<file path="src/rtl/step_nmi_pkg.sv">
// Shared types for the step interrupt generator.
// Assumes: control register layout is fixed by software (enable bit 0, mode bit 1).
package step_nmi_pkg;
    typedef enum logic {
        MODE_FETCH = 1'b0,
        MODE_TIMER = 1'b1
    } step_mode_e;

    typedef struct packed {
        logic       en;
        step_mode_e mode;
    } step_ctrl_t;

    localparam int CTRL_EN_BIT   = 0;
    localparam int CTRL_MODE_BIT = 1;
    localparam int DATA_W        = 8;
endpackage

</file>
<file path="src/rtl/step_ctrl_regs.sv">
// Control/count register decode.
// Holds enable and mode. Derives the count-load and cancel strobes for the same edge as the write.
// Assumes: writes are single-cycle strobes in the clk domain.
module step_ctrl_regs
    import step_nmi_pkg::*;
(
    input  logic              clk,
    input  logic              rst_n,
    input  logic              wr_en,
    input  logic              wr_sel,
    input  logic [DATA_W-1:0] wr_data,
    output step_ctrl_t        ctrl_q,
    output logic              cnt_load,
    output logic [DATA_W-1:0] cnt_value,
    output logic              cancel
);
    step_ctrl_t ctrl_d;

    // Next control value on a select-0 write.
    always_comb begin
        ctrl_d = ctrl_q;
        if (wr_en && !wr_sel) begin
            ctrl_d.en   = wr_data[CTRL_EN_BIT];
            ctrl_d.mode = step_mode_e'(wr_data[CTRL_MODE_BIT]);
        end
    end

    // Control register storage.
    always_ff @(posedge clk) begin
        if (!rst_n) ctrl_q <= '{en: 1'b0, mode: MODE_FETCH};
        else        ctrl_q <= ctrl_d;
    end

    // Count writes only take effect while enabled in timer mode.
    always_comb begin
        cnt_load  = wr_en && wr_sel && ctrl_q.en && (ctrl_q.mode == MODE_TIMER);
        cnt_value = wr_data;
        cancel    = wr_en && !wr_sel && !wr_data[CTRL_EN_BIT];
    end
endmodule

</file>
<file path="src/rtl/step_fetch_qual.sv">
// Opcode-fetch qualification.
// A fetch requests a step only when enabled, in fetch-trap mode, and outside the inclusive monitor window.
// Assumes: MON_HI < MON_LO means no window.
module step_fetch_qual #(
    parameter int             AW     = 16,
    parameter logic [AW-1:0]  MON_LO = 16'h1C00,
    parameter logic [AW-1:0]  MON_HI = 16'h1FFF
) (
    input  logic          fetch_strobe,
    input  logic [AW-1:0] fetch_addr,
    input  logic          step_en,
    input  logic          fetch_mode,
    output logic          fetch_req
);
    logic in_mon;

    generate
        if (MON_HI >= MON_LO) begin : g_window
            // Inclusive window compare.
            always_comb in_mon = (fetch_addr >= MON_LO) && (fetch_addr <= MON_HI);
        end else begin : g_no_window
            // No monitor window configured.
            always_comb in_mon = 1'b0;
        end
    endgenerate

    // Qualified step request.
    always_comb fetch_req = fetch_strobe && !in_mon && step_en && fetch_mode;
endmodule

</file>
<file path="src/rtl/step_oneshot.sv">
// One-shot countdown.
// Loaded with N, it asserts fire during the cycle before the N-th edge after the load. It never reloads by itself.
// Assumes: load is already gated by enable/timer mode.
module step_oneshot #(
    parameter int CW = 8
) (
    input  logic          clk,
    input  logic          rst_n,
    input  logic          load,
    input  logic [CW-1:0] value,
    input  logic          cancel,
    input  logic          active,
    output logic          fire
);
    localparam logic [CW-1:0] ONE = CW'(1);
    logic [CW-1:0] cnt_q;

    // Countdown register: cancel beats load beats decrement.
    always_ff @(posedge clk) begin
        if (!rst_n)              cnt_q <= '0;
        else if (cancel)         cnt_q <= '0;
        else if (load)           cnt_q <= value;
        else if (cnt_q != '0)    cnt_q <= cnt_q - ONE;
    end

    // Expiry indication, gated by the current mode.
    always_comb fire = active && (cnt_q == ONE);
endmodule

</file>
<file path="src/rtl/step_pulse_gen.sv">
// NMI pulse generator.
// Starts a PULSE_LEN-clock low pulse on a rising fetch request or on a timer expiry. Cancel ends it at once.
// Assumes: PULSE_LEN >= 2.
module step_pulse_gen #(
    parameter int PULSE_LEN = 2
) (
    input  logic clk,
    input  logic rst_n,
    input  logic fetch_req,
    input  logic fire,
    input  logic cancel,
    output logic nmi_n
);
    localparam int PW = $clog2(PULSE_LEN + 1);
    localparam logic [PW-1:0] LEN = PW'(PULSE_LEN);

    logic          req_d;
    logic          trig;
    logic [PW-1:0] cnt_q, cnt_d;

    generate
        if (PULSE_LEN < 2) begin : g_bad_len
            initial $error("PULSE_LEN must be at least 2");
        end
    endgenerate

    // Trigger on a new fetch request or a timer expiry.
    always_comb trig = (fetch_req && !req_d) || fire;

    // Next pulse counter value.
    always_comb begin
        if (cancel)           cnt_d = '0;
        else if (trig)        cnt_d = LEN;
        else if (cnt_q != '0) cnt_d = cnt_q - PW'(1);
        else                  cnt_d = '0;
    end

    // Registered edge history, counter and output.
    always_ff @(posedge clk) begin
        if (!rst_n) begin
            req_d <= 1'b0;
            cnt_q <= '0;
            nmi_n <= 1'b1;
        end else begin
            req_d <= fetch_req;
            cnt_q <= cnt_d;
            nmi_n <= (cnt_d == '0);
        end
    end
endmodule

</file>
<file path="src/rtl/step_nmi_gen.sv">
// Top: single-instruction step interrupt generator.
// Combines register decode, fetch qualification, one-shot and pulse generation.
// Assumes: all inputs are synchronous to clk.
module step_nmi_gen
    import step_nmi_pkg::*;
#(
    parameter int            AW        = 16,
    parameter logic [AW-1:0] MON_LO    = 16'h1C00,
    parameter logic [AW-1:0] MON_HI    = 16'h1FFF,
    parameter int            PULSE_LEN = 2
) (
    input  logic          clk,
    input  logic          rst_n,
    input  logic          fetch_strobe,
    input  logic [AW-1:0] fetch_addr,
    input  logic          wr_en,
    input  logic          wr_sel,
    input  logic [7:0]    wr_data,
    output logic          nmi_n
);
    step_ctrl_t        ctrl_q;
    logic              cnt_load;
    logic [DATA_W-1:0] cnt_value;
    logic              cancel;
    logic              step_en;
    logic              timer_mode;
    logic              fetch_req;
    logic              timer_fire;

    // Decoded mode flags.
    always_comb begin
        step_en    = ctrl_q.en;
        timer_mode = (ctrl_q.mode == MODE_TIMER);
    end

    step_ctrl_regs u_regs (
        .clk(clk), .rst_n(rst_n), .wr_en(wr_en), .wr_sel(wr_sel),
        .wr_data(wr_data), .ctrl_q(ctrl_q), .cnt_load(cnt_load),
        .cnt_value(cnt_value), .cancel(cancel)
    );

    step_fetch_qual #(.AW(AW), .MON_LO(MON_LO), .MON_HI(MON_HI)) u_qual (
        .fetch_strobe(fetch_strobe), .fetch_addr(fetch_addr),
        .step_en(step_en), .fetch_mode(!timer_mode), .fetch_req(fetch_req)
    );

    step_oneshot #(.CW(DATA_W)) u_timer (
        .clk(clk), .rst_n(rst_n), .load(cnt_load), .value(cnt_value),
        .cancel(cancel), .active(step_en && timer_mode), .fire(timer_fire)
    );

    step_pulse_gen #(.PULSE_LEN(PULSE_LEN)) u_pulse (
        .clk(clk), .rst_n(rst_n), .fetch_req(fetch_req), .fire(timer_fire),
        .cancel(cancel), .nmi_n(nmi_n)
    );
endmodule

</file>
<file path="config.mk">
export PLATFORM = sky130hd
export DESIGN_NAME = step_nmi_gen
export DESIGN_NICKNAME = d
export VERILOG_FILES = /design/src/rtl/step_nmi_pkg.sv /design/src/rtl/step_ctrl_regs.sv /design/src/rtl/step_fetch_qual.sv /design/src/rtl/step_oneshot.sv /design/src/rtl/step_pulse_gen.sv /design/src/rtl/step_nmi_gen.sv
export SDC_FILE = /design/constraint.sdc
export NUM_CORES = 1
export LEC_CHECK = 0
export ABC_AREA = 1
export BUFFER_PORTS_ARGS = -buffer_cell sky130_fd_sc_hd__buf_2
export CORE_ASPECT_RATIO = 0.9
export CORE_MARGIN = 2
export CORE_UTILIZATION = 42
export DETAILED_ROUTE_END_ITERATION = 16
export PLACE_DENSITY = 0.73
export SLEW_MARGIN = 20
export SYNTH_ARGS = -nofsm -noshare
export SYNTH_HDL_FRONTEND = slang
export SYNTH_SLANG_ARGS = --single-unit
</file>
<file path="constraint.sdc">
create_clock -name clk -period 1.42 [get_ports clk]
set_clock_uncertainty 0.2 [all_clocks]
set_input_delay 0.071 -clock clk [delete_from_list [all_inputs] [get_ports clk]]
set_output_delay 0.071 -clock clk [all_outputs]
set_load 0.05 [all_outputs]
</file>
# ---- Yosys cells after proc, flatten, opt, wreduce, memory -nomap -nowiden
# Cells that the tools add are included.
dict set report word_totals {
  mem_count 0
  word_cells 40
  mem_bits_rw 0
  romBits 0
  regBits 14
  latchBits 0
}
dict set report op_classes {
  n_reduce_logical 23
  addsub 2
  magnitude_cmp 2
  n_mul 0
  div_mod_pow 0
  bitwise_logic 1
  shifts 0
  n_mux 5
  n_eq_ne 1
}
# cell n
set ops {}
lappend ops {{greater-or-equal comparator 16 x 13 -> 1 bit, second input constant} 1}
lappend ops {{less-or-equal comparator 16 x 13 -> 1 bit, second input constant} 1}
lappend ops {{two-way mux 8 bit} 2}
lappend ops {{logical AND 1 bit} 12}
lappend ops {{equality test 8 x 1 -> 1 bit, second input constant} 1}
lappend ops {{nonzero test 8 bit} 1}
lappend ops {{subtractor 8 x 1 -> 8 bit, second input constant} 1}
lappend ops {{two-way mux 2 bit} 3}
lappend ops {{zero test 1 bit} 5}
lappend ops {{nonzero test 2 bit} 2}
lappend ops {{zero test 2 bit} 1}
lappend ops {{OR reduction 2 bit} 1}
lappend ops {{subtractor 2 x 1 -> 2 bit, second input constant} 1}
lappend ops {{logical OR 1 bit} 1}
lappend ops {{NOT 1 bit} 1}

# ---- Longest topological paths before layout
dict set report depth {
  ltp_word 11
  ltp_mapped 8
  mapped_depth_nobuf 8
}

# ---- Cells and area by module
# Synthesis repeated with hierarchy kept, for this count alone.
dict set report unflattened {
  hier_cells 150
  hier_area_um2 958.4
}
# mod cells_per_inst instances area_each_um2
set by_module_without_submodules {}
lappend by_module_without_submodules {step_oneshot 91 1 573.0}
lappend by_module_without_submodules {step_ctrl_regs 26 1 166.4}
lappend by_module_without_submodules {step_pulse_gen 21 1 165.2}
lappend by_module_without_submodules {step_fetch_qual 9 1 42.5}
lappend by_module_without_submodules {step_nmi_gen 3 1 11.3}

# ---- Least setup slack after synthesis
# Ideal clock, no wire load.
dict set report synth_path {
  path_kind {register to register}
  startpoint {register u_timer.cnt_q[0]}
  endpoint {register u_timer.cnt_q[1]}
  setup_ns 0.116
  required_time_ns 1.104
  setup_slack_ns 0.051
  stages_incl_launch_ff 8
  t_arrival_ns 1.054
  path_cell_list {dfxtp_1 > inv_1 > ha_1 > inv_1 > nor2_1 > nand3_2 > o21ai_0 > nor2_1}
}
dict set report synth_between {
  elab_chain_len 3
  word_cells_on_any_way 5
  cone_classes {1 x add/sub; 2 x mux; 2 x reduce/logical}
}
# item line_no
set synth_rtl {}
lappend synth_rtl {{start: declaration} step_oneshot.sv:16} ;# logic [CW-1:0] cnt_q;
lappend synth_rtl {{start signal: assignment} step_oneshot.sv:22} ;# else if (load) cnt_q <= value;
lappend synth_rtl {{start signal: assignment} step_oneshot.sv:23} ;# else if (cnt_q != '0) cnt_q <= cnt_q - ONE;
lappend synth_rtl {{subtractor 8 x 1 -> 8 bit} step_oneshot.sv:23}
lappend synth_rtl {{two-way mux 8 bit} step_oneshot.sv:23}
lappend synth_rtl {{two-way mux 8 bit} step_oneshot.sv:22}
# Several ways; a longest one is shown, not always the timed one. The select of a mux whose other input is x is not followed.
# A chain may end at the register's enable or synchronous reset.

# ---- Worst setup path after layout
dict set report layout_path {
  startpoint {register u_timer.cnt_q[0]}
  endpoint {register u_timer.cnt_q[6]}
}
# The elaborated chain is that of the path after synthesis.

==> results.txt <==
----------------------------------------------------
[Timing]
  Worst slew pin tran ... approximately 0.25 ns
  Fin crit period ... 1.33 ns
  Final Max Tran Viols ... 0
  # setup viols final ... 0
  Final hold viol count ... 2
  Final hold slack ... -0.0901 ns
  Final worst path period share ... 93.7%
  Total negative slack ... 0 ns
  Unrepaired setup endpoints after global routing ... yes
  Max frequency ... 752 MHz
  Tightest slew margin relative to the limit ... between 80% and 90%

[Status]
  Failing checks ... hold timing
  Outcome ... finished, violations left

[Critical path]
  Critical path, cell by cell ... inv_2 -> ha_4 -> buf_6 -> nand2_4 -> o21ai_1 -> nand2_1 -> nor2_1 -> nor2_1
  Cell family with the largest share of critical-path delay ... flip-flops
  Start-to-end type of the worst setup path ... flop to flop
  Worst Setup Start Kind ... flop
  Delay of the slowest cell on the worst path ... 0.33 ns
  Maximum fanout along the worst path ... 4
  Critical path endpoint category ... flop
  Most prevalent standard cell on the critical path ... sky130_fd_sc_hd__nor2_1
  CP max stage cell ... sky130_fd_sc_hd__dfxtp_2
  Worst endpoint data arrival time ... 1.33 ns
  Required time worst endpoint ... approximately 1.4 ns
  Total buffers and inverters traversed by the critical path ... 2

[Pwr]
  Total leakage power ... 0.637 nW
  Total power divided by cell area ... 1550 nW/um^2
  Worst supply voltage drop on vdd ... roughly 920 uV

[Die]
  Die H ... 45.6 um
  Die span in x ... 50.2 um
  Top-level port count ... 30
  Placeable core area ... between 1500 and 2000 sq um
  Floorplan die area ... ~2300 sq um
  Starting density of the core ... 43.4%
  FP Rows ... 15

[Yosys]
  Synth warnings ... 0
  Synth Register Bits ... 14
  Leading cell types by total area after synthesis ... sky130_fd_sc_hd__dfxtp_1, sky130_fd_sc_hd__nand2_1, sky130_fd_sc_hd__nor2_1, sky130_fd_sc_hd__inv_1, sky130_fd_sc_hd__nand3_1
  Share of synthesized area occupied by flip-flops and latches ... between 30% and 40%
  Largest area contributor in the netlist ... sky130_fd_sc_hd__dfxtp_1
  Synth unique cells ... 21
  Synthesized cell area ... 807 sq um
  Synthesized Nets ... 160
  Average cell area after synthesis ... between 6 and 7 sq um
  Area share of the leading cell type in the synthesized netlist ... about a third
  Synthesized netlist cell count ... between 100 and 150

[GRT]
  Via count of the first global-routing pass ... about 800
  GRT Overall Usage ... a little under a fifth
  Maximum number of pins on one net before global-route repair ... 13
  Initial antenna violation count ... 0
  Overflow left after global routing ... 0
  Wire length of the first global-routing pass ... between 3000 and 4000 um

[Clock network]
  Post-CTS setup-driven buffer insertion count ... 0
  Clock-pin transition on the worst setup and hold timing paths ... approximately 0.090 ns
  Number of clock buffers inserted by TritonCTS ... 3
  Clk sink count ... 14
  Htree depth ... 1
  TritonCTS clock tree ... built
  Library cell used as clock root buffer ... sky130_fd_sc_hd__clkbuf_4
  Clock latency reported for the late side of the worst-skew pair ... 0.29 ns
  Maximum root-to-sink buffer count ... 2

[Cells and area]
  Highest-count cells in the layout ignoring fill and taps ... sky130_fd_sc_hd__nand2_1, sky130_fd_sc_hd__nor2_1, sky130_fd_sc_hd__buf_2
  Fraction of final layout cells with drive strength greater than 1 ... between 30 and 40%
  Non-filler instance count after layout ... 199
  Count of antenna diodes in the layout ... 0
  Most common cell after layout, fill and taps aside ... sky130_fd_sc_hd__nand2_1
  Final instance area ... about 1200 sq um
  Number of nets in the layout ... ~210
  Area delta synth->final ... 53.8%

[Place]
  Detailed Place HPWL ... 1380 um
  Total placed cells including tap cells ... ~180
  Final weighted congestion in routability-driven placement ... approximately 0.79
  Area after detailed placement ... 967 sq um
  Total of buffers placed on input and output ports ... 19

[Detailed routing]
  Number of DRC violations after detailed-routing iteration 0 ... 21
  Wire length per cell after detailed routing ... roughly 10 um
  Post-route ant nets ... 0
  Routed vias ... about 930
  Final Routed Wirelength ... 2090 um
  Routed vias/inst ... about 4.7
  Number of remaining DRC errors ... 0
  Initial DRT Pass Iterations ... 4

[Hold path]
  Hold/Removal Path Class ... input pin to flop

[Run]
  Max-cap check violation count ... 0

----------------------------------------------------
## routing by layer
layer  up-vias  GRT usage, %  share of wire, %
met3         3          1.97               3.5
met4         0          10.6               1.2
met1       416          22.3                43
met2        25          31.1                53
met5         -             0                 0
li1        487             -                 -
## cell families after synthesis
family / after synthesis / share of synthesized area (%)
adder cells (fa/ha/maj): 2 / 3.10
AO/OA/AOI/OAI: 13 / 8.53
flip-flops: 14 / 34.7
AND/OR/NAND/NOR: 77 / 41.4
buffers and inverters: 23 / 12.2
## what timing repair did
action                                  CTS  global route
gates resized for setup                   4            21
hold buffers                             16             2
endpoints found under the setup margin    3             9
endpoints found under the hold margin    13             1
pin swaps                                 1             5
## tightest hold or removal path: stages
cell,delay [ns]
sky130_fd_sc_hd__buf_2,0.11
sky130_fd_sc_hd__inv_1,0.06
sky130_fd_sc_hd__nor3_1,0.04
sky130_fd_sc_hd__nor2_1,0.08
## power breakdown
part           total (mW)  leakage, nW  switching [mW]  internal (mW)
clock               0.297       0.0210           0.140          0.156
combinational        1.10        0.500           0.599          0.497
sequential          0.531        0.115          0.0562          0.474
total                1.92        0.637           0.796           1.13
## flip-flops by register name, summed over array words and instances, names as in the netlist
signal and count:
u_regs.ctrl_q 2, u_pulse.req_d 1, u_timer.cnt_q 8, u_pulse.nmi_n 1
u_pulse.cnt_q 2
## synthesized netlist by cell type, drive strengths merged
| library cell | n |
|---|---|
| dfxtp | 14 |
| or2 | 1 |
| o21bai | 1 |
| and3 | 1 |
| nor3 | 2 |
| inv | 22 |
| nor2 | 28 |
| buf | 1 |
| ha | 2 |
| a21oi | 4 |
| nand3 | 12 |
| nand2 | 33 |
| o22ai | 1 |
| o21ai | 7 |
## path summary, 6_finish.rpt
check / from / endpoint / slack (ns) / depth (start not counted)
setup / recovery: u_timer.cnt_q[0] / u_timer.cnt_q[6] / 0.09 / 8
hold / removal: wr_en / u_regs.ctrl_q[0] / -0.09 / 4
setup reg to reg: u_timer.cnt_q[0] / u_timer.cnt_q[6] / 0.09 / 8
hold reg to reg: u_pulse.cnt_q[1] / u_pulse.cnt_q[0] / 0.26 / 2
## stage by stage
| stage | util, % | hold slack, ns | setup slack (ns) | total power, mW |
|---|---|---|---|---|
| 6_report | 66.8 | -0.0901 | 0.0896 | 1.92 |
| 3_3_place_gp | 52.1 | 0.125 | -0.00492 | 1.30 |
| 2_1_floorplan | - | 0.00671 | 0.0505 | 1.06 |
| 5_1_grt | 66.8 | 0.0150 | -0.0146 | 2.07 |
| 4_1_cts | 62.9 | 0.0112 | 0.0103 | 1.68 |
| 3_5_place_dp | 52.1 | 0.129 | -0.0500 | 1.33 |
## layout make-up
class / instances / area, sq um
clock buffers: 4 / 36.3
fillers: 149 / 617
inverters: 22 / 90.1
multi-input cells: 92 / 487
flip-flops and latches: 14 / 283
well taps: 25 / 31.3
repair buffers: 42 / 314
Note: power is estimated with default switching activity, not from simulation.
